**src/rtl/irq_cascade_pkg.sv**
```systemverilog
package irq_cascade_pkg;

    typedef enum logic [1:0] {
        SEL_MAIN_MASK = 2'd0,
        SEL_PER_MASK  = 2'd1,
        SEL_DMA_MASK  = 2'd2,
        SEL_PEND_CLR  = 2'd3
    } wr_sel_e;

    typedef struct packed {
        logic [31:0] main_mask;
        logic [31:0] per_mask;
        logic [31:0] dma_mask;
        logic [31:0] dma_pend;
    } cfg_regs_t;

    typedef struct packed {
        logic [31:0] status;
    } enc_state_t;

endpackage

```
**src/rtl/irq_lowest_pick.sv**
```systemverilog
module irq_lowest_pick #(
    parameter int N = 32,
    localparam int W = (N > 1) ? $clog2(N) : 1
) (
    input  logic [N-1:0] req,
    output logic         valid,
    output logic [W-1:0] idx
);
    always_comb begin
        valid = |req;
        idx   = '0;
        for (int i = N - 1; i >= 0; i--) begin
            if (req[i]) idx = W'(i);
        end
    end
endmodule

```
**src/rtl/irq_cfg_regs.sv**
```systemverilog
module irq_cfg_regs
    import irq_cascade_pkg::*;
#(
    parameter logic [31:0] MAIN_MASK_RST = 32'h0001_0fff,
    parameter logic [31:0] PER_MASK_RST  = 32'h7fff_fc00,
    parameter logic [31:0] DMA_MASK_RST  = 32'hffff_ffff
) (
    input  logic        clk,
    input  logic        rst_n,
    input  logic        wr_en,
    input  logic [1:0]  wr_sel,
    input  logic [31:0] wr_data,
    input  logic [31:0] dma_req,
    output logic [31:0] main_mask,
    output logic [31:0] per_mask,
    output logic [31:0] dma_mask,
    output logic [31:0] dma_pend
);
    cfg_regs_t regs_d, regs_q;

    always_comb begin
        regs_d = regs_q;
        if (wr_en) begin
            case (wr_sel)
                SEL_MAIN_MASK: regs_d.main_mask = wr_data;
                SEL_PER_MASK:  regs_d.per_mask  = wr_data;
                SEL_DMA_MASK:  regs_d.dma_mask  = wr_data;
                SEL_PEND_CLR:  regs_d.dma_pend  = regs_q.dma_pend & ~wr_data;
                default:       regs_d = regs_q;
            endcase
        end
        regs_d.dma_pend = regs_d.dma_pend | dma_req;
    end

    always_ff @(posedge clk or negedge rst_n) begin
        if (!rst_n) begin
            regs_q.main_mask <= MAIN_MASK_RST;
            regs_q.per_mask  <= PER_MASK_RST;
            regs_q.dma_mask  <= DMA_MASK_RST;
            regs_q.dma_pend  <= '0;
        end else begin
            regs_q <= regs_d;
        end
    end

    assign main_mask = regs_q.main_mask;
    assign per_mask  = regs_q.per_mask;
    assign dma_mask  = regs_q.dma_mask;
    assign dma_pend  = regs_q.dma_pend;

    // cleared bits without a fresh request read 0 after the write
    p_pend_clear_r7: assert property (@(posedge clk) disable iff (!rst_n)
        (wr_en && wr_sel == SEL_PEND_CLR)
        |=> ((dma_pend & $past(wr_data & ~dma_req)) == 32'h0));

    // without a clear write no pending bit is lost
    p_pend_keep_r7: assert property (@(posedge clk) disable iff (!rst_n)
        !(wr_en && wr_sel == SEL_PEND_CLR)
        |=> ((dma_pend & $past(dma_pend)) == $past(dma_pend)));

    // a request always lands in the pending register
    p_pend_set_r7: assert property (@(posedge clk) disable iff (!rst_n)
        (|dma_req) |=> ((dma_pend & $past(dma_req)) == $past(dma_req)));
endmodule

```
**src/rtl/irq_cascade_enc.sv**
```systemverilog
module irq_cascade_enc
    import irq_cascade_pkg::*;
#(
    parameter int          N_CRIT        = 4,
    parameter int          N_MAIN        = 17,
    parameter int          N_PER         = 32,
    parameter int          N_DMA         = 32,
    parameter int          CRIT_PTR      = 2,
    parameter int          MAIN_PTR      = 4,
    parameter logic [31:0] PER_HI        = 32'h0000_000e,
    parameter logic [31:0] MAIN_MASK_RST = 32'h0001_0fff,
    parameter logic [31:0] PER_MASK_RST  = 32'h7fff_fc00,
    parameter logic [31:0] DMA_MASK_RST  = 32'hffff_ffff
) (
    input  logic              clk,
    input  logic              rst_n,
    input  logic [N_CRIT-1:0] crit_req,
    input  logic [N_MAIN-1:0] main_req,
    input  logic [N_PER-1:0]  per_req,
    input  logic [N_DMA-1:0]  dma_req,
    input  logic              wr_en,
    input  logic [1:0]        wr_sel,
    input  logic [31:0]       wr_data,
    output logic [31:0]       status,
    output logic [31:0]       main_mask,
    output logic [31:0]       per_mask,
    output logic [31:0]       dma_mask,
    output logic [31:0]       dma_pend,
    output logic              core_irq
);
    localparam int CRIT_W   = $clog2(N_CRIT);
    localparam int MAIN_W   = $clog2(N_MAIN);
    localparam int PER_W    = $clog2(N_PER);
    localparam int DMA_W    = $clog2(N_DMA);
    localparam int MAIN_MSB = N_MAIN - 1;
    localparam int PER_MSB  = N_PER - 1;

    irq_cfg_regs #(
        .MAIN_MASK_RST(MAIN_MASK_RST),
        .PER_MASK_RST (PER_MASK_RST),
        .DMA_MASK_RST (DMA_MASK_RST)
    ) u_regs (
        .clk      (clk),
        .rst_n    (rst_n),
        .wr_en    (wr_en),
        .wr_sel   (wr_sel),
        .wr_data  (wr_data),
        .dma_req  (32'(dma_req)),
        .main_mask(main_mask),
        .per_mask (per_mask),
        .dma_mask (dma_mask),
        .dma_pend (dma_pend)
    );

    // mask bit order: reversed for main and peripheral, direct for DMA
    logic [N_MAIN-1:0] main_en;
    logic [N_PER-1:0]  per_en;
    logic [N_DMA-1:0]  dma_act;

    for (genvar n = 0; n < N_MAIN; n++) begin : g_main_en
        assign main_en[n] = ~main_mask[MAIN_MSB - n];
    end
    for (genvar n = 0; n < N_PER; n++) begin : g_per_en
        assign per_en[n] = ~per_mask[PER_MSB - n];
    end
    assign dma_act = dma_pend[N_DMA-1:0] & ~dma_mask[N_DMA-1:0];

    // DMA stage: lowest unmasked pending task
    logic             dma_v;
    logic [DMA_W-1:0] dma_idx;
    irq_lowest_pick #(.N(N_DMA)) u_pick_dma (.req(dma_act), .valid(dma_v), .idx(dma_idx));

    // peripheral stage: slot 0 is the DMA cascade
    logic [N_PER-1:0] per_act;
    logic             per_v;
    logic [PER_W-1:0] per_idx;
    always_comb begin
        per_act    = per_req;
        per_act[0] = dma_v;
        per_act    = per_act & per_en;
    end
    irq_lowest_pick #(.N(N_PER)) u_pick_per (.req(per_act), .valid(per_v), .idx(per_idx));

    logic per_hi_win, per_lo_win;
    assign per_hi_win = per_v &  PER_HI[per_idx];
    assign per_lo_win = per_v & ~PER_HI[per_idx];

    // critical stage: slot CRIT_PTR points at a high-class peripheral
    logic [N_CRIT-1:0] crit_act;
    logic              crit_v;
    logic [CRIT_W-1:0] crit_idx;
    always_comb begin
        crit_act           = crit_req;
        crit_act[CRIT_PTR] = per_hi_win;
    end
    irq_lowest_pick #(.N(N_CRIT)) u_pick_crit (.req(crit_act), .valid(crit_v), .idx(crit_idx));

    // main stage: slot MAIN_PTR points at a low-class peripheral
    logic [N_MAIN-1:0] main_act;
    logic              main_v;
    logic [MAIN_W-1:0] main_idx;
    always_comb begin
        main_act           = main_req;
        main_act[MAIN_PTR] = per_lo_win;
        main_act           = main_act & main_en;
    end
    irq_lowest_pick #(.N(N_MAIN)) u_pick_main (.req(main_act), .valid(main_v), .idx(main_idx));

    enc_state_t st_d, st_q;

    always_comb begin
        st_d.status              = '0;
        st_d.status[8 +: CRIT_W] = crit_idx;
        st_d.status[10]          = crit_v;
        st_d.status[16 +: MAIN_W] = main_idx;
        st_d.status[21]          = main_v;
        st_d.status[24 +: PER_W] = per_idx;
        st_d.status[29]          = per_v;
        st_d.status[0 +: DMA_W]  = dma_idx;
        st_d.status[7]           = dma_v;
    end

    always_ff @(posedge clk or negedge rst_n) begin
        if (!rst_n) st_q <= '0;
        else        st_q <= st_d;
    end

    assign status   = st_q.status;
    assign core_irq = st_q.status[10] | st_q.status[21] | st_q.status[29];

    // critical code 2 always comes with a peripheral winner
    p_crit_ptr_r5: assert property (@(posedge clk) disable iff (!rst_n)
        (status[10] && status[9:8] == 2'(CRIT_PTR)) |-> status[29]);

    // main code 4 always comes with a peripheral winner
    p_main_ptr_r5: assert property (@(posedge clk) disable iff (!rst_n)
        (status[21] && status[20:16] == 5'(MAIN_PTR)) |-> status[29]);

    // peripheral code 0 means a DMA task is reported
    p_dma_link_r6: assert property (@(posedge clk) disable iff (!rst_n)
        (status[29] && status[28:24] == 5'd0) |-> status[7]);

    // the reported peripheral was enabled in the cycle it was picked
    p_per_unmasked_r4: assert property (@(posedge clk) disable iff (!rst_n)
        status[29] |-> ((($past(per_en) >> status[28:24]) & N_PER'(1)) != '0));

    // an idle group shows code 0
    p_code_zero_r10: assert property (@(posedge clk) disable iff (!rst_n)
        (!status[10] |-> status[9:8] == 2'd0) and
        (!status[21] |-> status[20:16] == 5'd0) and
        (!status[29] |-> status[28:24] == 5'd0));
endmodule

```
**config.mk**
```make
export PLATFORM = sky130hd
export DESIGN_NAME = irq_cascade_enc
export DESIGN_NICKNAME = d
export VERILOG_FILES = /design/src/rtl/irq_cascade_pkg.sv /design/src/rtl/irq_lowest_pick.sv /design/src/rtl/irq_cfg_regs.sv /design/src/rtl/irq_cascade_enc.sv
export SDC_FILE = /design/constraint.sdc
export NUM_CORES = 1
export LEC_CHECK = 0
export BUFFER_PORTS_ARGS = -buffer_cell sky130_fd_sc_hd__clkbuf_2
export CORE_UTILIZATION = 44
export DETAILED_ROUTE_END_ITERATION = 8
export PLACE_DENSITY = 0.76
export SYNTH_ARGS = -nofsm -noshare
export SYNTH_HDL_FRONTEND = slang
export SYNTH_HIERARCHICAL = 1
export SYNTH_SLANG_ARGS = --single-unit
```
**constraint.sdc**
```tcl
create_clock -name clk -period 3.3 [get_ports clk]
set_input_delay 0.33 -clock clk [delete_from_list [all_inputs] [get_ports clk]]
set_output_delay 0.33 -clock clk [all_outputs]
set_load 0.005 [all_outputs]
```
==> results.yml, run 1 <==
die:
  io_pins: 283
  die-height_um: 129.3
  die_w_um: 129.3
  die_area_um2: 16710
  placement_row_count: 46
  start_util: 0.4503
  placeableCoreArea_um2: 15830
logic_synthesis:
  synth.cell_area_um2: 7127
  yosys.area_share.simple: 0.1894
  main_combinational_cell_family_by_area_after_synthesis: "simple AND/OR/NAND/NOR gates"
  leading_cell_type_by_number_of_instances_after_synthesis: "sky130_fd_sc_hd__mux2_2"
  synth.yosys.warnings: 6
  ys_types: 45
  syn_inst: 602
  synth-seq-area-share: 0.5348
  synth-main-ff-cell: "sky130_fd_sc_hd__dfrtp_1"
  synth.avg_cell_area_um2: 11.84
  compound_gate_fraction_of_synth_area: 0.08655
  ys_ff_latch: 149
  synth_top_cells_by_count: "87 x sky130_fd_sc_hd__mux2_2, 83 x sky130_fd_sc_hd__dfrtp_1, 82 x sky130_fd_sc_hd__nor2b_1"
  synth_edf_count: 0
  synthDominantCellAreaShare: 0.2914
  fraction_of_synthesized_area_in_multiplexers: 0.1517
  cell_accounting_for_the_most_synthesized_area: "sky130_fd_sc_hd__dfrtp_1"
  synthArstFlopShare: 1.000
  synth-xor-area-share: 0
  yosys.area_share.adder: 0
  yosys-top-cells-area: "sky130_fd_sc_hd__dfrtp_1 29%, sky130_fd_sc_hd__dfstp_2 24%, sky130_fd_sc_hd__mux2_2 14%"
timing:
  tightest_slew_ns: 0.8946
  grt_setup_unrepaired: "yes"
  setup_slack_ns: -0.2175
  max_freq_mhz: 284.3
  timing.final.setup_violations: 4
  drv_slew: 0
  slew_headroom: 0.4036
  final_period_minus_worst_setup_slack_ns: 3.517
  final_hold_viol_count: 7
  worst_hold_slack_ns: -0.01478
  finClkSkew_ns: 0.01020
  min_period_over_period: 1.066
clock_tree:
  clock_sinks: 149
  ctsHtreeMaxLevel: 4
  path_clk_slew_ns: 0.06
  cts-hold-fix-buffers: 0
  cts.path.max_buffers: 2
  clkLatencyLatePin_ns: 0.42
  tritoncts_clock_tree: "yes"
  ctsRootBufferMaster: "sky130_fd_sc_hd__clkbuf_16"
  tritoncts.num_buffers: 17
power_and_ir_drop:
  switching_share: 0.2910
  comb_power_share: 0.260
  internal_power_uw: 4088
  sequential_share_of_power: 0.416
  clock_power_share: 0.324
  powerDensity_nw_per_um2: 583.0
  switchingPower_uw: 1678
  vdd.ir_drop.worst_mv: 0.3548
  design_power_total_uw: 5767
  leakage_uw: 0.004488
detailed_routing:
  wl_um: 21810
  detail_route_antenna_nets: 0
  total_number_of_vias: 6164
  vias_per_cell: 5.219
  post_drt_wl_per_cell_um: 18.47
  drt-pass1-iter-count: 4
  dr.first_iter.drc_count: 329
  detail_route.drc_violations: 0
setup_path:
  startpoint_type: "flop"
  timing.reg2reg.setup_slack_ns: -0.22
  cp_slowest_cell: "sky130_fd_sc_hd__or4_4"
  crit_arrival_ns: 3.82
  worstRegToRegCells: 15
  critical_path.reg2reg.endpoint: "status[21]"
  rr_startpoint: "u_regs/dma_mask[23]"
  setup.worst_path.class: "reg -> reg"
  required_ns: 3.60
  cpPeakStageDelay_ns: 0.56
  timing.critical_path.fanout_max: 2
  worstPathCellList: "nor2b_2, or4_4, nor3_4, nand4_1, nor2b_4, nor2_2, o31ai_2, or4_1, nor3_2, a21o_1, or2_1, a21oi_2, nor4_2, nand3_1, or3_1"
  cp_top_family: "simple AND/OR/NAND/NOR gates"
  critical_path_buf_inv_count: 0
  end_kind: "flop"
layout:
  insertedDiodeCount: 0
  design_area_um2: 9891
  ratio_of_cells_with_drive_above_1_in_the_final_layout: 0.5896
  multi_input_area_um2: 3168
  register_cell_area_after_layout_um2: 3811
  areaGrowthSynthToFinish_pct: 38.78
  nFillCells: 1276
  final_net_count: 1074
  fin_util: 0.6249
status:
  failed_checks: "negative hold slack, negative setup slack"
  status: "finished with violations"
global_route:
  grt_pass1_vias: 6153
  grt_start_max_net_pins: 98
  grt.total_usage: 0.2646
  grt_antenna_before_repair: 0
  gr-total-overflow: 0
  first_pass_grt_wire_length_um: 32650
place:
  routabilityCongestion: 0.8592
  post-dp-hpwl_um: 16570
  io_buffer_count: 268
  dpl_cell_area_um2: 9204
min_path:
  holdCritPathClass: "in -> async"
run:
  cap_viol_max_count: 0
[power groups by stage]
stage | Sequential [uW] | Combinational [uW] | Clock (uW)
floorplan | 2430 | 645 | 0
global placement | 2410 | 1430 | 0
detailed placement | 2420 | 1450 | 0
CTS | 2400 | 1480 | 1910
global route | 2430 | 1630 | 1990
finish | 2400 | 1500 | 1870
[layout by cell type (no fill, tap or decap), types with 26 or more instances in the layout]
master / synthesis / final
sky130_fd_sc_hd__clkbuf_2: 0 / 267
sky130_fd_sc_hd__mux2_2: 87 / 87
sky130_fd_sc_hd__buf_4: 13 / 83
sky130_fd_sc_hd__dfrtp_1: 83 / 83
sky130_fd_sc_hd__nor2b_1: 82 / 77
sky130_fd_sc_hd__dfstp_2: 66 / 66
sky130_fd_sc_hd__a21o_1: 34 / 34
sky130_fd_sc_hd__nand4_1: 34 / 34
sky130_fd_sc_hd__nor2_1: 27 / 26
[layer usage]
| metal | GRT usage | part of all wire |
|---|---|---|
| met1 | 0.3294 | 0.42 |
| met2 | 0.4415 | 0.49 |
| met3 | 0.07060 | 0.064 |
| met5 | 0 | 0 |
| met4 | 0.09758 | 0.021 |
[cell type report]
cell class,count,area share
Inverter,17,0.006452
Sequential cell,149,0.3853
Tap cell,216,0.02732
Multi-Input combinational cell,414,0.3203
Clock buffer,20,0.04415
Clock inverter,12,0.01316
Timing Repair Buffer,353,0.2033
[cell families (layout without fill, tap and decap cells)]
kind of cell,after synthesis,in the layout
compound gates,89,89
simple gates,218,218
flops,149,149
buf+inv,49,402
other cells,1,11
mux,96,96
[sequential cells by signal, indices dropped and copies added, names as in the netlist]
| name | count |
|---|---|
| status | 21 |
| u_regs/dma_mask | 32 |
| u_regs/dma_pend | 32 |
| u_regs/main_mask | 32 |
| u_regs/per_mask | 32 |
[repair_timing]
action                     4_1_cts  5_1_grt
gates resized for setup          8        9
setup buffers                    3        4
setup endpoints to repair        5        9
pin swaps                        2        5
[stage by stage]
stage / std cells / setup slack (ns) / hold WS (ns) / setup TNS [ns]
floorplan: 612 / -0.08498 / 0.03441 / -0.08498
global route: 1181 / -0.4490 / 0.06759 / -1.848
detailed placement: 1142 / -0.2649 / 0.4811 / -0.6139
finish: 1181 / -0.2175 / -0.01478 / -0.4065
global placement: 1142 / -0.2013 / 0.4724 / -0.3691
CTS: 1177 / -0.1691 / 0.03706 / -0.2371
[worst max path at each step]
stage	depth (start not counted)	to	slack (ns)	from
after floorplan	15	status[21]	-0.08	u_regs/dma_mask[23]
after global placement	16	status[21]	-0.20	u_regs/dma_mask[27]
after detailed placement	16	status[21]	-0.26	u_regs/dma_mask[27]
after CTS	15	status[21]	-0.17	u_regs/dma_mask[20]
after global routing	16	status[21]	-0.45	u_regs/dma_mask[24]
final	15	status[21]	-0.22	u_regs/dma_mask[23]
[worst reg2reg max path, cell delays in order (launching register included)]
cell,delay (ns)
sky130_fd_sc_hd__dfstp_2,0.54
sky130_fd_sc_hd__nor2b_2,0.04
sky130_fd_sc_hd__or4_4,0.56
sky130_fd_sc_hd__nor3_4,0.19
sky130_fd_sc_hd__nand4_1,0.14
sky130_fd_sc_hd__nor2b_4,0.16
sky130_fd_sc_hd__nor2_2,0.09
sky130_fd_sc_hd__o31ai_2,0.08
sky130_fd_sc_hd__or4_1,0.43
sky130_fd_sc_hd__nor3_2,0.11
sky130_fd_sc_hd__a21o_1,0.16
sky130_fd_sc_hd__or2_1,0.14
sky130_fd_sc_hd__a21oi_2,0.07
sky130_fd_sc_hd__nor4_2,0.18
sky130_fd_sc_hd__nand3_1,0.14
sky130_fd_sc_hd__or3_1,0.36
No activity file was read; power rests on OpenSTA's default activity.
==> inputs of run 2 (changes only) <==
--- a/config.mk
+++ b/config.mk
@@ -5,10 +5,11 @@
 export SDC_FILE = /design/constraint.sdc
 export NUM_CORES = 1
 export LEC_CHECK = 0
-export BUFFER_PORTS_ARGS = -buffer_cell sky130_fd_sc_hd__clkbuf_2
+export BUFFER_PORTS_ARGS = -buffer_cell sky130_fd_sc_hd__buf_2
 export CORE_UTILIZATION = 44
 export DETAILED_ROUTE_END_ITERATION = 8
-export PLACE_DENSITY = 0.76
+export PLACE_DENSITY = 0.75
+export SLEW_MARGIN = 20
 export SYNTH_ARGS = -nofsm -noshare
 export SYNTH_HDL_FRONTEND = slang
 export SYNTH_HIERARCHICAL = 1
==> results.yml, run 2 (synthesized netlist as in run 1, its figures left out) <==
timing:
  worst_hold_slack_ns: 0.07878
  min_period_over_period: 1.069
  grt_setup_unrepaired: "yes"
  finClkSkew_ns: 0.009231
  max_freq_mhz: 283.4
  final_period_minus_worst_setup_slack_ns: 3.528
  drv_slew: 0
  setup_slack_ns: -0.2282
  timing.final.setup_violations: 4
  tightest_slew_ns: 0.8971
  slew_headroom: 0.4019
  final_hold_viol_count: 0
clock_tree:
  path_clk_slew_ns: 0.07
  cts.path.max_buffers: 2
  clkLatencyLatePin_ns: 0.43
  ctsHtreeMaxLevel: 4
  tritoncts_clock_tree: "yes"
  ctsRootBufferMaster: "sky130_fd_sc_hd__clkbuf_16"
  tritoncts.num_buffers: 17
  clock_sinks: 149
setup_path:
  critPathLaunch: "u_regs/dma_mask[22]"
  end_kind: "flop"
  rr_startpoint: "u_regs/dma_mask[22]"
  crit_arrival_ns: 3.83
  required_ns: 3.60
  timing.reg2reg.setup_slack_ns: -0.23
  startpoint_type: "flop"
  setup.worst_path.class: "reg -> reg"
  timing.critical_path.fanout_max: 2
place:
  io_buffer_count: 268
  post-dp-hpwl_um: 16310
  dp_cells: 1141
  routabilityCongestion: 0.8509
power_and_ir_drop:
  vdd.ir_drop.worst_mv: 0.3580
  leakage_uw: 0.004511
  powerDensity_nw_per_um2: 597.7
detailed_routing:
  total_number_of_vias: 6260
  dr.first_iter.drc_count: 283
  detail_route_antenna_nets: 0
  post_drt_wl_per_cell_um: 18.69
  drt-pass1-iter-count: 4
  detail_route.drc_violations: 0
  vias_per_cell: 5.256
  wl_um: 22260
layout:
  ratio_of_cells_with_drive_above_1_in_the_final_layout: 0.5924
  finish.cell_count_without_fillers: 1191
  most-common-layout-cells: "267 x sky130_fd_sc_hd__buf_2, 87 x sky130_fd_sc_hd__mux2_2, 83 x sky130_fd_sc_hd__buf_4, 83 x sky130_fd_sc_hd__dfrtp_1, 78 x sky130_fd_sc_hd__nor2b_1"
  mostFrequentLayoutCell: "sky130_fd_sc_hd__buf_2"
  areaGrowthSynthToFinish_pct: 40.87
  final_net_count: 1083
status:
  status: "finished with violations"
  failed_checks: "negative setup slack"
run:
  cap_viol_max_count: 0
die:
  placement_row_count: 46
  io_pins: 283
  die-height_um: 129.3
  placeableCoreArea_um2: 15830
  die_w_um: 129.3
  die_area_um2: 16710
  start_util: 0.4503
min_path:
  holdCritPathClass: "in -> reg"
  holdCritStartpoint: "dma_req[31]"
global_route:
  grt_pass1_vias: 6060
  grt.total_usage: 0.2692
  gr-total-overflow: 0
  grt_antenna_before_repair: 2
  first_pass_grt_wire_length_um: 32800
  grt_start_max_net_pins: 80
-- run 2: routing by layer --
metal | part of all wire | global-route usage
met5 | 0 | 0
met4 | 0.025 | 0.1170
met2 | 0.49 | 0.4485
met1 | 0.41 | 0.3279
met3 | 0.073 | 0.07349
-- run 2: area by class of cell --
type                            instances  area (um^2)
Fill cell                            1267         5788
Sequential cell                       149         3811
Multi-Input combinational cell        414         3167
Timing Repair Buffer                  362         2102
Clock buffer                           19        452.9
Tap cell                              216        270.3
Clock inverter                         13        170.2
Inverter                               17        63.81
Antenna cell                            1        2.502
-- run 2: worst paths after layout --
kind                                         to  cells after the start
max in group asynchronous   u_regs/per_mask[25]                      3
hold reg to reg            u_regs/main_mask[28]                      1
min in group asynchronous  u_regs/main_mask[14]                      2
setup reg to reg                     status[21]                     15
hold / removal              u_regs/dma_pend[31]                      2
setup / recovery                     status[21]                     15
-- run 2: timing repair --
action | in CTS | in global routing
buffers inserted | 15 | 2
setup endpoints to repair | 6 | 10
gates cloned | 0 | 0
endpoints found under the hold margin | 41 | 0
resized for setup | 13 | 12
pin swaps | 7 | 3
hold buffers | 1 | 0
-- run 2: per-stage QoR --
stage	setup WS [ns]	area, um^2	total power (uW)	utilization	setup TNS (ns)
6_report	-0.2282	10040	6000	0.6343	-0.4204
5_1_grt	-0.4593	10040	6287	0.6343	-1.642
4_1_cts	-0.1496	9976	6020	0.6303	-0.1496
3_5_place_dp	-0.3010	9184	3876	0.5802	-0.7212
3_3_place_gp	-0.1967	9184	3840	0.5802	-0.3463
2_1_floorplan	-0.08498	7176	3071	-	-0.08498
-- run 2: critical path: stages (launching register included) --
cell and delay [ns]:
sky130_fd_sc_hd__dfstp_2 0.53, sky130_fd_sc_hd__nor2b_2 0.04, sky130_fd_sc_hd__or4_4 0.56, sky130_fd_sc_hd__nor3_4 0.19, sky130_fd_sc_hd__nand4_1 0.12, sky130_fd_sc_hd__nor2b_4 0.16
sky130_fd_sc_hd__nor2_2 0.10, sky130_fd_sc_hd__o31ai_2 0.08, sky130_fd_sc_hd__or4_1 0.43, sky130_fd_sc_hd__nor3_2 0.11, sky130_fd_sc_hd__a21o_1 0.15, sky130_fd_sc_hd__or2_1 0.14
sky130_fd_sc_hd__a21oi_2 0.08, sky130_fd_sc_hd__nor4_2 0.19, sky130_fd_sc_hd__nand3_1 0.16, sky130_fd_sc_hd__or3_1 0.36
-- run 2: power by group --
group | total (uW) | internal (uW) | switching [uW]
Combinational | 1570 | 818 | 749
Sequential | 2390 | 2210 | 176
Clock | 2050 | 1240 | 803
